`src/rtl/pr_pkg.sv`:
```
package pr_pkg;

    typedef enum logic [1:0] {
        SH_IDLE  = 2'd0,
        SH_PULSE = 2'd1,
        SH_HOLD  = 2'd2
    } sh_state_e;

endpackage

```
`src/rtl/pr_sync.sv`:
```
module pr_sync #(
    parameter int STAGES = 2
) (
    input  logic clk_i,
    input  logic rst_i,
    input  logic din_i,
    output logic dout_o
);

    logic [STAGES-1:0] chain_d, chain_q;

    always_comb begin
        chain_d = {chain_q[STAGES-2:0], din_i};
    end

    always_ff @(posedge clk_i) begin
        if (rst_i) chain_q <= '0;
        else       chain_q <= chain_d;
    end

    assign dout_o = chain_q[STAGES-1];

endmodule

```
`src/rtl/pr_glitch_filter.sv`:
```
module pr_glitch_filter #(
    parameter int FILT_LEN = 4
) (
    input  logic clk_i,
    input  logic rst_i,
    input  logic din_i,
    output logic level_o
);

    localparam int CW = $clog2(FILT_LEN + 1);
    localparam logic [CW-1:0] CNT_LAST = CW'(FILT_LEN - 1);

    typedef struct packed {
        logic          level;
        logic [CW-1:0] cnt;
    } filt_t;

    filt_t st_d, st_q;

    always_comb begin
        st_d = st_q;
        if (din_i == st_q.level) begin
            st_d.cnt = '0;
        end else if (st_q.cnt == CNT_LAST) begin
            st_d.level = din_i;
            st_d.cnt   = '0;
        end else begin
            st_d.cnt = st_q.cnt + CW'(1);
        end
    end

    always_ff @(posedge clk_i) begin
        if (rst_i) st_q <= '0;
        else       st_q <= st_d;
    end

    assign level_o = st_q.level;


    level_source_chk: assert property (@(posedge clk_i) disable iff (rst_i)
        !$stable(st_q.level) |-> st_q.level == $past(din_i));


    filt_cnt_range_chk: assert property (@(posedge clk_i) disable iff (rst_i)
        st_q.cnt <= CNT_LAST);

endmodule

```
`src/rtl/pr_shaper.sv`:
```
module pr_shaper
    import pr_pkg::*;
#(
    parameter int PULSE_CYCLES = 24,
    parameter int RATE_DIV     = 2
) (
    input  logic clk_i,
    input  logic rst_i,
    input  logic level_i,
    output logic pulse_o,
    output logic busy_o
);

    localparam int PERIOD = RATE_DIV * PULSE_CYCLES;
    localparam int CW     = $clog2(PERIOD + 1);
    localparam logic [CW-1:0] PW_LAST  = CW'(PULSE_CYCLES - 1);
    localparam logic [CW-1:0] PER_LAST = CW'(PERIOD - 1);
    localparam bit HOLD_EN = (RATE_DIV > 1);

    typedef struct packed {
        sh_state_e     state;
        logic          prev;
        logic [CW-1:0] cnt;
    } sh_t;

    sh_t  st_d, st_q;
    logic rise;

    always_comb begin
        st_d      = st_q;
        st_d.prev = level_i;
        rise      = level_i & ~st_q.prev;
        case (st_q.state)
            SH_IDLE: begin
                if (rise) begin
                    st_d.state = SH_PULSE;
                    st_d.cnt   = '0;
                end
            end
            SH_PULSE: begin
                if (st_q.cnt == PW_LAST) begin
                    if (HOLD_EN) begin
                        st_d.state = SH_HOLD;
                        st_d.cnt   = st_q.cnt + CW'(1);
                    end else begin
                        st_d.state = SH_IDLE;
                        st_d.cnt   = '0;
                    end
                end else begin
                    st_d.cnt = st_q.cnt + CW'(1);
                end
            end
            SH_HOLD: begin
                if (st_q.cnt == PER_LAST) begin
                    st_d.state = SH_IDLE;
                    st_d.cnt   = '0;
                end else begin
                    st_d.cnt = st_q.cnt + CW'(1);
                end
            end
            default: begin
                st_d.state = SH_IDLE;
                st_d.cnt   = '0;
            end
        endcase
    end

    always_ff @(posedge clk_i) begin
        if (rst_i) st_q <= '{state: SH_IDLE, prev: 1'b0, cnt: '0};
        else       st_q <= st_d;
    end

    assign pulse_o = (st_q.state == SH_PULSE);
    assign busy_o  = (st_q.state != SH_IDLE);

    logic [CW-1:0] run_q;
    always_ff @(posedge clk_i) begin
        if (rst_i)        run_q <= '0;
        else if (pulse_o) run_q <= run_q + CW'(1);
        else              run_q <= '0;
    end


    width_max_chk: assert property (@(posedge clk_i) disable iff (rst_i)
        pulse_o |-> run_q < CW'(PULSE_CYCLES));


    width_exact_chk: assert property (@(posedge clk_i) disable iff (rst_i)
        $fell(pulse_o) |-> run_q == CW'(PULSE_CYCLES));


    busy_start_chk: assert property (@(posedge clk_i) disable iff (rst_i)
        $rose(busy_o) |-> $rose(pulse_o));


    period_cnt_chk: assert property (@(posedge clk_i) disable iff (rst_i)
        st_q.cnt <= PER_LAST);

endmodule

```
`src/rtl/pulse_repeater.sv`:
```
module pulse_repeater #(
    parameter bit FIXED_WIDTH  = 1'b1,
    parameter int PULSE_CYCLES = 24,
    parameter int RATE_DIV     = 2,
    parameter int FILT_LEN     = 4
) (
    input  logic clk_i,
    input  logic rst_i,
    input  logic pulse_i,
    output logic pulse_o,
    output logic busy_o
);

    localparam int SYNC_STAGES = 2;

    if (FIXED_WIDTH && (PULSE_CYCLES < 20 || PULSE_CYCLES > 40)) begin : g_bad_width
        $error("pulse_repeater: PULSE_CYCLES must lie in 20..40");
    end
    if (RATE_DIV < 1 || FILT_LEN < 1) begin : g_bad_cfg
        $error("pulse_repeater: RATE_DIV and FILT_LEN must be at least 1");
    end

    logic sync_lvl;
    logic filt_lvl;

    pr_sync #(.STAGES(SYNC_STAGES)) u_sync (
        .clk_i  (clk_i),
        .rst_i  (rst_i),
        .din_i  (pulse_i),
        .dout_o (sync_lvl)
    );

    pr_glitch_filter #(.FILT_LEN(FILT_LEN)) u_filt (
        .clk_i   (clk_i),
        .rst_i   (rst_i),
        .din_i   (sync_lvl),
        .level_o (filt_lvl)
    );

    if (FIXED_WIDTH) begin : g_fixed
        pr_shaper #(
            .PULSE_CYCLES (PULSE_CYCLES),
            .RATE_DIV     (RATE_DIV)
        ) u_shaper (
            .clk_i   (clk_i),
            .rst_i   (rst_i),
            .level_i (filt_lvl),
            .pulse_o (pulse_o),
            .busy_o  (busy_o)
        );
    end else begin : g_pass
        assign pulse_o = filt_lvl;
        assign busy_o  = 1'b0;
    end


    reset_quiet_chk: assert property (@(posedge clk_i)
        $past(rst_i) |-> (!pulse_o && !busy_o));

endmodule

```
`config.mk`:
```
export PLATFORM = sky130hd
export DESIGN_NAME = pulse_repeater
export DESIGN_NICKNAME = d
export VERILOG_FILES = /design/src/rtl/pr_pkg.sv /design/src/rtl/pr_sync.sv /design/src/rtl/pr_glitch_filter.sv /design/src/rtl/pr_shaper.sv /design/src/rtl/pulse_repeater.sv
export SDC_FILE = /design/constraint.sdc
export NUM_CORES = 1
export LEC_CHECK = 0
export BUFFER_PORTS_ARGS = -buffer_cell sky130_fd_sc_hd__buf_4
export CAP_MARGIN = 10
export CORE_MARGIN = 5
export CORE_UTILIZATION = 50
export DETAILED_ROUTE_END_ITERATION = 7
export GPL_TIMING_DRIVEN = 1
export PLACE_DENSITY = 0.81
export SLEW_MARGIN = 20
export SYNTH_ARGS = -nofsm -noshare
export SYNTH_HDL_FRONTEND = slang
export SYNTH_SLANG_ARGS = --single-unit
```
`constraint.sdc`:
```
create_clock -name clk_i -period 1.88 [get_ports clk_i]
set_clock_uncertainty 0.15 [all_clocks]
set_input_delay 0.564 -clock clk_i [delete_from_list [all_inputs] [get_ports clk_i]]
set_output_delay 0.564 -clock clk_i [all_outputs]
set_load 0.005 [all_outputs]
```
# After elaboration in Yosys (flattened, before gate mapping)
# Cells that the tools add are included.
# word_totals
reg_bits	15
latch_bits	0
ram_bits	0
mem_bits_ro	0
inputBits	3
out_inout_bits	2
wordCells	32
memories	0
# op_classes
addsub	2
n_mul	0
n_div	0
n_lt_le_gt_ge	0
n_eq_ne	9
shifts	0
muxes	7
bitwise_logic	3
n_reduce_logical	5
# ops
cell	n
$pmux 6 s3	1
$mux 6	2
$add 6x1->6 const B	1
$eq 6x5->1 const B	1
$eq 6x6->1 const B	1
$mux 2	3
$ne 2x1->1 const B	3
$pmux 2 s3	1
$add 3x1->3 const B	1
$eq 3x2->1 const B	1
$reduce_and 3->1	1
$reduce_or 3->1	1
$eq 2x1->1 const B	1
$eq 2x2->1 const B	1
$logic_not 2->1	1
$not 1->1	2
$reduce_and 2->1	1
$reduce_bool 2->1	1
$and 1x1->1	1
$eq 1x1->1	1

# Logic depth before layout (Yosys ltp)
# logic_depth
depth_word	4
mapped_depth	6
ltp_nobuf	6

# By module
# From an unflattened synthesis, not the netlist that was laid out.
# unflattened
hier_cells	75
hier_area_um2	724.4
# modules_own_cells
module	n_inst	cells_each	area_each_um2	seq_area_each_um2
pr_shaper	1	58	513.0	180.2
pr_glitch_filter	1	13	158.9	80.1
pr_sync	1	4	52.6	40.0

# Worst setup path before layout
# No wires, ideal clock.
# synth_timing
kind	register to register
start	register g_fixed.u_shaper.st_q[7] in the netlist's numbering
end	register g_fixed.u_shaper.st_q[4] in the netlist's numbering
setup_ns	0.095
arrival_time_ns	1.586
setup_slack_ns	0.049
path_stages_with_launch	7
path_buffers	1
synth_period_minus_slack_ns	1.831
cell_sequence	dfxtp_1 inv_1 ha_1 and2_4 buf_6 or4b_1 a221oi_1
# synth_via
elab_chain_cells	2
# synth_lines
item	line	rtl
start, declared	pr_shaper.sv:26	sh_t st_d, st_q;
start signal, assigned	pr_shaper.sv:69	if (rst_i) st_q <= '{state: SH_IDLE, prev: 1'b0, cnt: '0};
start signal, assigned	pr_shaper.sv:70	else st_q <= st_d;
$eq 2x2->1, or another cell as far along	pr_shaper.sv:33	case (st_q.state)
$pmux 6 s3 or $ne 2x1->1 (tied branches)	--	
# Parallel ways exist; a longest one is shown, timed or not.
# A chain may end at the register's enable or synchronous reset.

# Worst setup path in the final report
# layout_timing
start	register g_fixed.u_shaper.st_q[7] in the netlist's numbering
end	output busy_o
# layout_via
elab_chain_cells	1
# layout_lines
item	line	rtl
$reduce_bool 2->1	pr_shaper.sv:74	assign busy_o = (st_q.state != SH_IDLE);
end, declared	pulse_repeater.sv:11	output logic busy_o
# No other way between the ends.

==> qor.csv <==
metric,value,unit
hold_viol,0,
clkSinkCount,15,
routedWlPerCell,12.2,um
power_density,741,nW/um^2
syn-instance-count,82,
start_kind,flop,
die_area,2360,sq um
finalCritPeriodShare,0.952,
postCtsHoldBufs,0,
cap_violations,0,
p_leak,0.295,nW
tightest_slew,0.449,ns
drc,0,
finalHoldWorstSlack,0.273,ns
cts_tree,done,
crit_path_end_kind,primary output,
cts_buffers,3,
syn_nets,92,
power_frac_clock,0.304,
synth.avg_cell_area,9.08,sq um
synth_cell_type_count,30,
fmax,558,MHz
status,finished clean,
vias_per_cell,5.60,
ant_nets,0,
dr.pass1.iters,4,
antenna_found_initial,0,
slew_viol_final,0,
drive_gt1_frac,0.182,
die_w,48.6,um
nNetsFinal,99,
tns,0,ns
synth_area_leaders,"dfxtp_1, ha_1, inv_1",
drt-initial-drc-count,15,
ys_seq_elements,15,
switching_power,0.160,mW
overflow,0,
grt_use_total,0.119,
p_sw_frac,0.263,
p_int,0.447,mW
clkLatencyLatePin,0.29,ns
routed_wirelength,1260,um
synth_edf_count,0,
final_core_util,0.563,
io_pins,5,
r2r_setup_slack,0.12,ns
synth-seq-area-share,0.403,
h-tree-depth,1,
grt_max_degree,12,
grt_pass1_vias,507,
vias,582,
netlist.area_leader.share,0.403,
root_buffer,clkbuf_4,
critPathKind,flop to primary output,
fin_crit,1.79,ns
cts_buffer_depth,2,
cp.arrival,1.08,ns
hp-class,flop to flop,
die_h,48.6,um
crit_required,1.17,ns
start_util,0.512,
comb_power_share,0.147,
rows,14,
gp_congestion,0.926,
grt_first_pass_wirelength,2250,um
clk_pin_slew,0.08,ns
worstPathMaxFanout,4,
synth_area,744,sq um
core-area,1450,sq um
ir_drop,473,uV
dp_hpwl,944,um
slew_headroom,0.697,
diodes,0,
setup_viol,0,
synth_largest_area_cell,dfxtp_1,
rsz0062_at_grt,no,
synth-async-reset-ratio,0,
yosysWarnings,0,
io_buffers,4,
synth_flop_cell,dfxtp_1,
seq_power_share,0.549,
syn_to_final_growth,9.92,%
## kinds of logic (layout without fill, tap and decap cells)
family	after synthesis	count (layout)	synth area share
AOI/OAI and AO/OA	18	18	0.156
adders and majority gates	7	7	0.118
xor gates and xnor gates	3	3	0.0353
DFF	15	15	0.403
buffers and inverters	9	15	0.0555
and+or+nand+nor	29	29	0.219
muxes	1	1	0.0134
## synth_stat cells (2+ instances only)
library cell  number
dfxtp_1           15
ha_1               7
inv_1              7
nor2_1             6
o21ai_0            5
a21oi_1            4
nand2_1            4
nand3_1            4
nor2b_1            4
or3_1              3
xnor2_1            3
a221oi_1           2
## area by class of cell
class | instances | area, sq um
sequential | 15 | 300
clock inverter | 1 | 5.00
tap | 16 | 20.0
inverter | 7 | 26.3
fill | 143 | 636
clock buffer | 3 | 22.5
multi-input combinational | 58 | 414
timing repair buffer | 4 | 30.0
## cell usage in the layout (no fill, tap or decap), types with 3 or more instances in the layout
master	Yosys	routed
ha_1	7	5
nand2_1	4	4
clkbuf_4	0	3
inv_1	7	5
xnor2_1	3	3
nor2b_1	4	4
dfxtp_1	15	15
or3_1	3	3
nand3_1	4	4
o21ai_0	5	5
a21oi_1	4	4
nor2_1	6	6
buf_4	0	4
## metal layers
metal  up-vias  global-route usage  share of wire
li1        302                   -              -
met4         0              0.0269          0.010
met3         4              0.0613          0.069
met5         -                   0              0
met1       261               0.145           0.45
met2        15               0.185           0.47
## final timing paths
kind                                               start                       end  cells after the start
worst min-delay path                      u_filt.st_q[0]            u_filt.st_q[0]                      1
worst min register to register            u_filt.st_q[0]            u_filt.st_q[0]                      1
worst max register to register  g_fixed.u_shaper.st_q[7]  g_fixed.u_shaper.st_q[4]                      5
worst max-delay path            g_fixed.u_shaper.st_q[7]                    busy_o                      4
## stage by stage
stage                     area (sq um)  total power [mW]  cells  setup slack (ns)
after floorplan                    744             0.406     82            0.0489
after global placement             779             0.421    100             0.109
after detailed placement           779             0.425    100            0.0652
after CTS                          807             0.606    104           0.00530
after global routing               818             0.644    104           0.00259
final                              818             0.607    104            0.0894
## sequential cells by signal, indices dropped and copies added (netlist names)
name and cells:
g_fixed.u_shaper.st_q 9, u_filt.level_o 1, u_filt.st_q 3, u_sync.chain_q 2
## critical path: stages, from the launching register on
cell,delay (ns)
dfxtp_1,0.33
inv_2,0.09
ha_2,0.20
inv_1,0.05
buf_4,0.12
## power by group through the flow
stage / sequential (mW) / clock [mW] / combinational (mW)
floorplan: 0.339 / 0 / 0.0670
global placement: 0.339 / 0 / 0.0821
detailed placement: 0.340 / 0 / 0.0854
CTS: 0.332 / 0.187 / 0.0861
global route: 0.334 / 0.210 / 0.0995
finish: 0.333 / 0.185 / 0.0890
## repair_timing
| action | CTS | global route |
|---|---|---|
| endpoints found under the setup margin | 0 | 3 |
| resized for setup | 0 | 5 |
| endpoints found under the hold margin | 0 | 0 |
| buffers inserted | 0 | 0 |
Power figures use the tool's default switching activity.
